===== src/rtl/ms_tick_pkg.sv =====
package ms_tick_pkg;

  typedef enum logic {
    UNIT_KHZ = 1'b0,
    UNIT_MHZ = 1'b1
  } rate_unit_e;

  localparam int unsigned UNIT_BIT  = 0;
  localparam int unsigned SPEED_LSB = 2;

endpackage


===== src/rtl/mst_cfg_reg.sv =====
module mst_cfg_reg
  import ms_tick_pkg::*;
#(
  parameter int unsigned SPEED_W   = 10,
  parameter int unsigned RST_SPEED = 48,
  parameter bit          RST_UNIT  = 1'b1,
  localparam int unsigned WORD_W   = SPEED_W + SPEED_LSB
) (
  input  logic               clk,
  input  logic               rst_n,
  input  logic               we_i,
  input  logic [WORD_W-1:0]  wdata_i,
  output logic [WORD_W-1:0]  rdata_o,
  output logic [SPEED_W-1:0] speed_o,
  output rate_unit_e         unit_o,
  output logic               restart_o
);

  logic [SPEED_W-1:0] speed_q;
  rate_unit_e         unit_q;
  logic [SPEED_W-1:0] new_speed;
  rate_unit_e         new_unit;

  assign new_speed = wdata_i[SPEED_LSB +: SPEED_W];
  assign new_unit  = rate_unit_e'(wdata_i[UNIT_BIT]);

  // A write restarts the count only when it alters a field.
  assign restart_o = we_i && ((new_speed != speed_q) || (new_unit != unit_q));

  always_ff @(posedge clk) begin
    if (!rst_n) begin
      speed_q <= SPEED_W'(RST_SPEED);
      unit_q  <= rate_unit_e'(RST_UNIT);
    end else if (we_i) begin
      speed_q <= new_speed;
      unit_q  <= new_unit;
    end
  end

  always_comb begin
    rdata_o                        = '0;
    rdata_o[SPEED_LSB +: SPEED_W]  = speed_q;
    rdata_o[UNIT_BIT]              = unit_q;
  end

  assign speed_o = speed_q;
  assign unit_o  = unit_q;

  // without a write the setting holds.
  p_hold_without_write_r8: assert property (@(posedge clk) disable iff (!rst_n)
    !we_i |=> $stable(rdata_o));

endmodule


===== src/rtl/mst_period_calc.sv =====
module mst_period_calc
  import ms_tick_pkg::*;
#(
  parameter int unsigned SPEED_W  = 10,
  parameter int unsigned MHZ_MULT = 1000,
  parameter int unsigned KHZ_MIN  = 4,
  parameter int unsigned MHZ_MIN  = 1,
  parameter int unsigned CNT_W    = 20
) (
  input  logic               clk,
  input  logic               rst_n,
  input  logic [SPEED_W-1:0] speed_i,
  input  rate_unit_e         unit_i,
  output logic [CNT_W-1:0]   period_o
);

  logic [SPEED_W-1:0] eff_speed;

  always_comb begin
    eff_speed = speed_i;
    if (unit_i == UNIT_MHZ) begin
      if (speed_i < SPEED_W'(MHZ_MIN)) eff_speed = SPEED_W'(MHZ_MIN);
    end else begin
      if (speed_i < SPEED_W'(KHZ_MIN)) eff_speed = SPEED_W'(KHZ_MIN);
    end
  end

  generate
    if (MHZ_MULT == 1) begin : g_unity
      assign period_o = CNT_W'(eff_speed);
    end else begin : g_scaled
      assign period_o = (unit_i == UNIT_MHZ) ? CNT_W'(eff_speed) * CNT_W'(MHZ_MULT)
                                             : CNT_W'(eff_speed);
    end
  endgenerate

  // the period never drops below the floor of the selected unit.
  p_period_floor_r6: assert property (@(posedge clk) disable iff (!rst_n)
    (unit_i == UNIT_MHZ) ? (period_o >= CNT_W'(MHZ_MIN * MHZ_MULT))
                         : (period_o >= CNT_W'(KHZ_MIN)));

endmodule


===== src/rtl/mst_cycle_counter.sv =====
module mst_cycle_counter #(
  parameter int unsigned CNT_W = 20
) (
  input  logic             clk,
  input  logic             rst_n,
  input  logic             restart_i,
  input  logic [CNT_W-1:0] period_i,
  output logic             tick_o
);

  logic [CNT_W-1:0] cnt_q;
  logic             last_cycle;

  assign last_cycle = (cnt_q == period_i - CNT_W'(1));

  always_ff @(posedge clk) begin
    if (!rst_n) begin
      cnt_q  <= '0;
      tick_o <= 1'b0;
    end else if (restart_i) begin
      cnt_q  <= '0;
      tick_o <= 1'b0;
    end else if (last_cycle) begin
      cnt_q  <= '0;
      tick_o <= 1'b1;
    end else begin
      cnt_q  <= cnt_q + CNT_W'(1);
      tick_o <= 1'b0;
    end
  end

  // the tick lasts exactly one cycle.
  p_tick_pulse_r5: assert property (@(posedge clk) disable iff (!rst_n)
    tick_o |=> !tick_o);

  // the count stays inside the current period.
  p_cnt_in_range_r5: assert property (@(posedge clk) disable iff (!rst_n)
    cnt_q < period_i);

  // a restart leaves a cleared count and no tick.
  p_restart_clears_r7: assert property (@(posedge clk) disable iff (!rst_n)
    restart_i |=> (cnt_q == '0) && !tick_o);

endmodule


===== src/rtl/ms_tick_gen.sv =====
module ms_tick_gen
  import ms_tick_pkg::*;
#(
  parameter int unsigned SPEED_W   = 10,
  parameter int unsigned MHZ_MULT  = 1000,
  parameter int unsigned KHZ_MIN   = 4,
  parameter int unsigned MHZ_MIN   = 1,
  parameter int unsigned RST_SPEED = 48,
  parameter bit          RST_UNIT  = 1'b1,
  localparam int unsigned WORD_W   = SPEED_W + SPEED_LSB,
  localparam int unsigned CNT_W    = $clog2(((2 ** SPEED_W) - 1) * MHZ_MULT + 1)
) (
  input  logic              clk,
  input  logic              rst_n,
  input  logic              cfg_we,
  input  logic [WORD_W-1:0] cfg_wdata,
  output logic [WORD_W-1:0] cfg_rdata,
  output logic              tick
);

  logic [SPEED_W-1:0] speed;
  rate_unit_e         unit;
  logic               restart;
  logic [CNT_W-1:0]   period;

  mst_cfg_reg #(
    .SPEED_W  (SPEED_W),
    .RST_SPEED(RST_SPEED),
    .RST_UNIT (RST_UNIT)
  ) u_cfg (
    .clk      (clk),
    .rst_n    (rst_n),
    .we_i     (cfg_we),
    .wdata_i  (cfg_wdata),
    .rdata_o  (cfg_rdata),
    .speed_o  (speed),
    .unit_o   (unit),
    .restart_o(restart)
  );

  mst_period_calc #(
    .SPEED_W (SPEED_W),
    .MHZ_MULT(MHZ_MULT),
    .KHZ_MIN (KHZ_MIN),
    .MHZ_MIN (MHZ_MIN),
    .CNT_W   (CNT_W)
  ) u_calc (
    .clk     (clk),
    .rst_n   (rst_n),
    .speed_i (speed),
    .unit_i  (unit),
    .period_o(period)
  );

  mst_cycle_counter #(
    .CNT_W(CNT_W)
  ) u_cnt (
    .clk      (clk),
    .rst_n    (rst_n),
    .restart_i(restart),
    .period_i (period),
    .tick_o   (tick)
  );

  // the cycle after a changing write never carries a tick.
  p_no_tick_after_change_r7: assert property (@(posedge clk) disable iff (!rst_n)
    restart |=> !tick);

  // the reserved bit always reads zero.
  p_reserved_zero_r1: assert property (@(posedge clk) disable iff (!rst_n)
    cfg_rdata[1] == 1'b0);

endmodule


===== config.mk =====
export PLATFORM = sky130hd
export DESIGN_NAME = ms_tick_gen
export DESIGN_NICKNAME = d
export VERILOG_FILES = /design/src/rtl/ms_tick_pkg.sv /design/src/rtl/mst_cfg_reg.sv /design/src/rtl/mst_period_calc.sv /design/src/rtl/mst_cycle_counter.sv /design/src/rtl/ms_tick_gen.sv
export SDC_FILE = /design/constraint.sdc
export NUM_CORES = 1
export LEC_CHECK = 0
export BUFFER_PORTS_ARGS = -buffer_cell sky130_fd_sc_hd__buf_4
export CAP_MARGIN = 20
export CORE_MARGIN = 10
export CORE_UTILIZATION = 60
export DETAILED_ROUTE_END_ITERATION = 7
export PLACE_DENSITY = 0.79
export SLEW_MARGIN = 20
export SYNTH_ARGS = -nofsm -noshare
export SYNTH_HDL_FRONTEND = slang
export SYNTH_SLANG_ARGS = --single-unit
export TNS_END_PERCENT = 50

===== constraint.sdc =====
create_clock -name clk -period 8.4 [get_ports clk]
set_input_delay 0.42 -clock clk [delete_from_list [all_inputs] [get_ports clk]]
set_output_delay 0.42 -clock clk [all_outputs]
set_load 0.005 [all_outputs]

; ---- Word-level counts from Yosys, hierarchy flattened
; Index checks and enable logic that the tools add are counted.
[totals]
in_bits = 15
word_cells = 22
out_inout_bits = 13
reg_bits = 32
[op_classes]
eq_ne = 3
bitwise = 1
reduce_logical = 4
n_lt_le_gt_ge = 2
n_mux = 5
mul = 1
addsub = 2
[op_table]
columns = cell, count
row1 = $mux W10, 3
row2 = $add A20 B1 Y20 const B, 1
row3 = $eq A20 B20 Y1, 1
row4 = $mux W20, 1
row5 = $sub A20 B1 Y20 const B, 1
row6 = $mul A10 B7 Y17 const B, 1
row7 = $lt A10 B1 Y1 const B, 1
row8 = $lt A10 B3 Y1 const B, 1
row9 = $ne A10 B10 Y1, 1
row10 = $reduce_or A3 Y1, 1
row11 = $reduce_or A2 Y1, 1
row12 = $logic_and A1 B1 Y1, 1
row13 = $logic_or A1 B1 Y1, 1
row14 = $mux W1, 1
row15 = $ne A1 B1 Y1, 1
row16 = $not A1 Y1, 1

; ---- Longest topological paths before layout
[logic_depth]
depth_word = 8
ltp_mapped = 24
ltp_nobuf = 21

; ---- By module
; From an unflattened synthesis, not the netlist that was laid out.
[hier_totals]
hier_cells = 498
hier_area_um2 = 4189.0
[by_module_without_submodules]
columns = mod, cells_per_inst, seq_area_each_um2, n_inst, area_per_inst_um2
row1 = mst_period_calc, 237, 0.0, 1, 1981.9
row2 = mst_cycle_counter, 198, 420.4, 1, 1584.0
row3 = mst_cfg_reg, 63, 220.2, 1, 623.1

; ---- Least setup slack after synthesis
; OpenSTA, ideal clock, no wires.
[synth_timing]
path_type = reg-to-reg
startpoint = register u_cfg.unit_q, in the netlist u_cfg.unit_o
endpoint = register u_cnt.cnt_q[0]
arrival_ns = 6.398
path_buffers = 6
setup_ns = 0.146
synth_period_minus_slack_ns = 6.544
required_time_ns = 8.254
setup_slack_ns = 1.856
path_stages_with_launch = 25
path_cell_list = dfxtp_1 > buf_6 > buf_2 > buf_1 > clkbuf_1 > nor2_1 > a21boi_0 > inv_1 > fa_1 > fa_1 > fa_1 > inv_1 > fa_1 > ha_1 > clkbuf_1 > a21o_1 > a221oi_1 > o21a_1 > mux2i_1 > a211oi_1 > and3_1 > o211ai_1 > a2111oi_4 > buf_6 > a211oi_2
[synth_between]
elab_chain_len = 6
elab_cells_between_ends = 9
cone_classes = 1 x add/sub / 1 x mul / 2 x eq/ne / 2 x mux / 3 x reduce/logical
[synth_lines]
columns = item, line
row1 = "start, declared", mst_cfg_reg.sv:20  ; rate_unit_e unit_q;
row2 = "start signal, assigned", mst_cfg_reg.sv:33  ; unit_q <= rate_unit_e'(RST_UNIT);
row3 = "start signal, assigned", mst_cfg_reg.sv:36  ; unit_q <= new_unit;
row4 = $mux W10, mst_period_calc.sv:21  ; if (unit_i == UNIT_MHZ) begin
row5 = $mul A10 B7 Y17, mst_period_calc.sv:32  ; assign period_o = (unit_i == UNIT_MHZ) ? CNT_W'(eff_speed) * CNT_W'(MHZ_MULT)
row6 = $mux W20, mst_period_calc.sv:32
row7 = $sub A20 B1 Y20, mst_cycle_counter.sv:14  ; assign last_cycle = (cnt_q == period_i - CNT_W'(1));
row8 = $eq A20 B20 Y1, mst_cycle_counter.sv:14
row9 = $reduce_or A3 Y1 (no source line) (*), -
row10 = "end signal, assigned", mst_cycle_counter.sv:27  ; cnt_q <= cnt_q + CNT_W'(1);
row11 = "end, declared", mst_cycle_counter.sv:11  ; logic [CNT_W-1:0] cnt_q;
; Every way passes the cells marked *; elsewhere a longest branch is shown, timed or not.
; A chain may end at the register's enable or synchronous reset.

; ---- Worst setup path after layout
[layout_timing]
startpoint = register u_cfg.speed_q[5], in the netlist u_cfg.speed_o[5]
endpoint = register u_cnt.cnt_q[0]
[layout_between]
elab_chain_len = 8
elab_cells_between_ends = 13
cone_classes = 1 x add/sub / 1 x mul / 2 x order compare / 2 x eq/ne / 4 x mux / 3 x reduce/logical
[layout_lines]
columns = item, line
row1 = "start, declared", mst_cfg_reg.sv:19  ; logic [SPEED_W-1:0] speed_q;
row2 = "start signal, assigned", mst_cfg_reg.sv:32  ; speed_q <= SPEED_W'(RST_SPEED);
row3 = "start signal, assigned", mst_cfg_reg.sv:35  ; speed_q <= new_speed;
row4 = $lt A10 B3 Y1 / $lt A10 B1 Y1 (equally long branches), "mst_period_calc.sv:24, mst_period_calc.sv:22"
row5 = $mux W10 (on tied branches), "mst_period_calc.sv:24, mst_period_calc.sv:22"
row6 = $mux W10, mst_period_calc.sv:21
row7 = $mul A10 B7 Y17, mst_period_calc.sv:32
row8 = $mux W20, mst_period_calc.sv:32
row9 = $sub A20 B1 Y20, mst_cycle_counter.sv:14
row10 = $eq A20 B20 Y1, mst_cycle_counter.sv:14
row11 = $reduce_or A3 Y1 (no source line) (*), -
; Marks and branches as above.

==> flow_summary.toml <==
[status]
outcome = "finished, final reports clean"

[pwr]
leakagePower_nw = 2.08
power.density_nw_per_um2 = 237
ir_drop_mv = 0.111

[layout]
final_common_cell = "inv_1"
fill_cells = 601
final_layout_size_suffix_gt1_frac = 0.138
num_antenna_cells = 0
instances_no_fill = 614
mostFrequentLayoutCells = "inv_1 (59), ha_1 (42), buf_4 (34), xor2_1 (32), dfxtp_1 (32)"
fin_area_um2 = 4760
syn_to_final_growth_pct = 7.54
nets = 601

[synth]
yosysWarnings = 0
synth-seq-area-share = 0.145
syn_inst = 501
netlist_area_um2 = 4430
yosys_register_bits = 32
synth_flop_cell = "dfxtp_1"
synth_area_leader_cell = "dfxtp_1"
synth_area_per_cell_um2 = 8.84
synthArstFlopShare = 0
synth_top_cell_area_share = 0.145
yosysUniqueCellTypes = 64
synth_edf_count = 0
synth_area_leaders = "dfxtp_1 (14%), fa_1 (14%), ha_1 (12%)"
synth_nets = 588

[clock_tree]
clk-insertion-delay-late_ns = 0.28
clockRootBuffer = "clkbuf_8"
clk_pin_slew_ns = 0.07
cts_made_buffers = 5
tritoncts = "done"
cts_resized = 0
clock-sinks = 32
cts_max_path_buffers = 2
cts_hold_buffers = 0
post_cts_buffers = 0
htreeDepth = 2

[place]
io_buffers = 25
dp_cells = 606
gp_congestion = 0.840
hpwl_um = 7600
dpl_cell_area_um2 = 4650
pre_cts_ws_ns = 1.28

[critical_path]
crit_path_frequent_cell = "fa_1"
rr_worst_depth = 21
startpoint = "u_cfg.speed_o[5]"
crit_path_start_kind = "flip-flop"
slowest_delay_ns = 0.75
path_cells = "nor3_2 > nand2_1 > nor2_1 > a21boi_0 > inv_1 > fa_1 > fa_1 > fa_1 > inv_1 > fa_1 > ha_1 > nor2_1 > a211o_1 > a32oi_1 > xor2_1 > a211oi_1 > and3_1 > o211ai_1 > a2111oi_4 > buf_4 > a211oi_2"
reg2reg_from = "u_cfg.speed_o[5]"
crit_arrival_ns = 7.30
worstSetupPathType = "reg2reg"
crit_slowest_cell = "dfxtp_1"
cp_data_required_time_ns = 8.54
critPathBufInv = 3
endpoint_kind = "flip-flop"
crit_fanout = 21
rrSetupSlack_ns = 1.24
worstReg2RegEnd = "u_cnt.cnt_q[0]"
cp_top_family = "adder cells"

[routing]
viasPerCell = 5.89
drt_iter0_markers = 253
vias = 3616
dr.pass1.iters = 4
drc = 0
wire_per_inst_um = 15.8
drt_wl_total_um = 9720
ant_nets = 0

[hold_path]
whs_path_depth = 2
hp-start = "rst_n"
hold_class = "in2reg"
holdPathEnd = "u_cfg.speed_o[4]"

[floorplanning]
io_pins = 28
fp.coreArea_um2 = 7210
fp.dieH_um = 106
fp.dieW_um = 106
row_count = 31
initial_utilization = 0.614
die_area_um2 = 11200

[timing]
finalCriticalPeriod_ns = 7.16
max_freq_mhz = 140
worst_slack_ns = 1.24
setup-violations-final = 0
setup_tns_ns = 0
hold_viol_final = 0
fin_skew_ns = 0.00823
maxSlewHeadroom = 0.468
rsz0062_at_grt = "no"
max_slew.worst_pin.slew_ns = 0.793
fin_crit_sh = 0.852
slew_viol_final = 0

[global_routing]
grt_max_degree = 46
grt_overflow = 0
antenna_found_initial = 0
grt_pass1_vias = 3832
grt_pass1_wl_um = 17400
grt_usage = 0.181

[flow_run]
cap_violations = 0
[power by group]
group / internal, mW / switching [mW]
clock network: 0.0880 / 0.0582
logic: 0.334 / 0.487
registers: 0.155 / 0.00692
total: 0.578 / 0.552
[metrics by stage]
step,total power [mW],hold slack [ns],util
after floorplan,0.831,0.492,-
after global placement,0.947,0.534,0.645
after detailed placement,0.977,0.550,0.645
after CTS,1.13,0.372,0.660
after global routing,1.26,0.376,0.660
final,1.13,0.373,0.660
[registers in the layout (all words and copies together), names as in the netlist]
signal / count
u_cfg.speed_o: 10
u_cnt.tick_o: 1
u_cnt.cnt_q: 20
u_cfg.unit_o: 1
[logic make-up (layout without fill, tap and decap cells)]
family | after synthesis | in the layout | share of synthesized area
xor+xnor | 61 | 61 | 0.121
buf+inv | 88 | 102 | 0.0853
other cells | 1 | 1 | 0.000847
simple gates | 130 | 130 | 0.164
mux | 19 | 19 | 0.0432
compound gates | 98 | 98 | 0.187
fa+ha+maj | 72 | 72 | 0.254
flops | 32 | 32 | 0.145
[worst reg2reg max path, cell delays in order (launching register included)]
cell and delay, ns:
dfxtp_1 0.75, nor3_2 0.19, nand2_1 0.16, nor2_1 0.07, a21boi_0 0.44, inv_1 0.19, fa_1 0.62, fa_1 0.46
fa_1 0.57, inv_1 0.06, fa_1 0.46, ha_1 0.37, nor2_1 0.08, a211o_1 0.34, a32oi_1 0.24, xor2_1 0.17
a211oi_1 0.60, and3_1 0.25, o211ai_1 0.12, a2111oi_4 0.37, buf_4 0.38, a211oi_2 0.13
[Yosys cell counts, types with 3 or more instances]
| cell | n |
|---|---|
| o21a_1 | 3 |
| buf_1 | 3 |
| ha_1 | 42 |
| a21o_1 | 6 |
| xor2_1 | 32 |
| nand2_1 | 29 |
| dfxtp_1 | 32 |
| and3_1 | 9 |
| and2_1 | 3 |
| nor2b_1 | 9 |
| a211oi_2 | 19 |
| nand2b_1 | 6 |
| mux2i_1 | 18 |
| a21boi_0 | 3 |
| nand4_1 | 10 |
| nand3_1 | 15 |
| a21oi_1 | 15 |
| o211ai_1 | 9 |
| clkbuf_1 | 16 |
| o21ai_0 | 12 |
| fa_1 | 30 |
| a31oi_1 | 5 |
| or3_1 | 4 |
| nor4_1 | 4 |
| inv_1 | 59 |
| nand3b_1 | 3 |
| nor2_1 | 16 |
| nor3_1 | 11 |
| xnor2_1 | 29 |
| buf_6 | 5 |
[how the worst max path moves through the flow]
stage / slack (ns) / end / cells past startpoint
after floorplan: 1.86 / u_cnt.cnt_q[0] / 24
after global placement: 1.49 / u_cnt.cnt_q[19] / 21
after detailed placement: 1.28 / u_cnt.cnt_q[5] / 21
after CTS: 1.24 / u_cnt.cnt_q[5] / 21
after global routing: 0.80 / u_cnt.cnt_q[15] / 21
final: 1.24 / u_cnt.cnt_q[0] / 21
[routing by layer]
metal  up-vias  part of all wire  track usage
met5         -                 0            0
met4         0             0.021       0.0677
met1      1753              0.43        0.221
li1       1760                 -            -
met3        15             0.046       0.0266
met2        88              0.50        0.315
[final cells by class]
type                            count  area, um2  share of cell area
Clock buffer                        6       72.6              0.0152
Clock inverter                      2       35.0             0.00736
Inverter                           60        225              0.0473
Multi-Input combinational cell    381       3410               0.716
Sequential cell                    32        641               0.135
Tap cell                           99        124              0.0260
Timing Repair Buffer               34        255              0.0536
No activity file was read; power rests on OpenSTA's default activity.
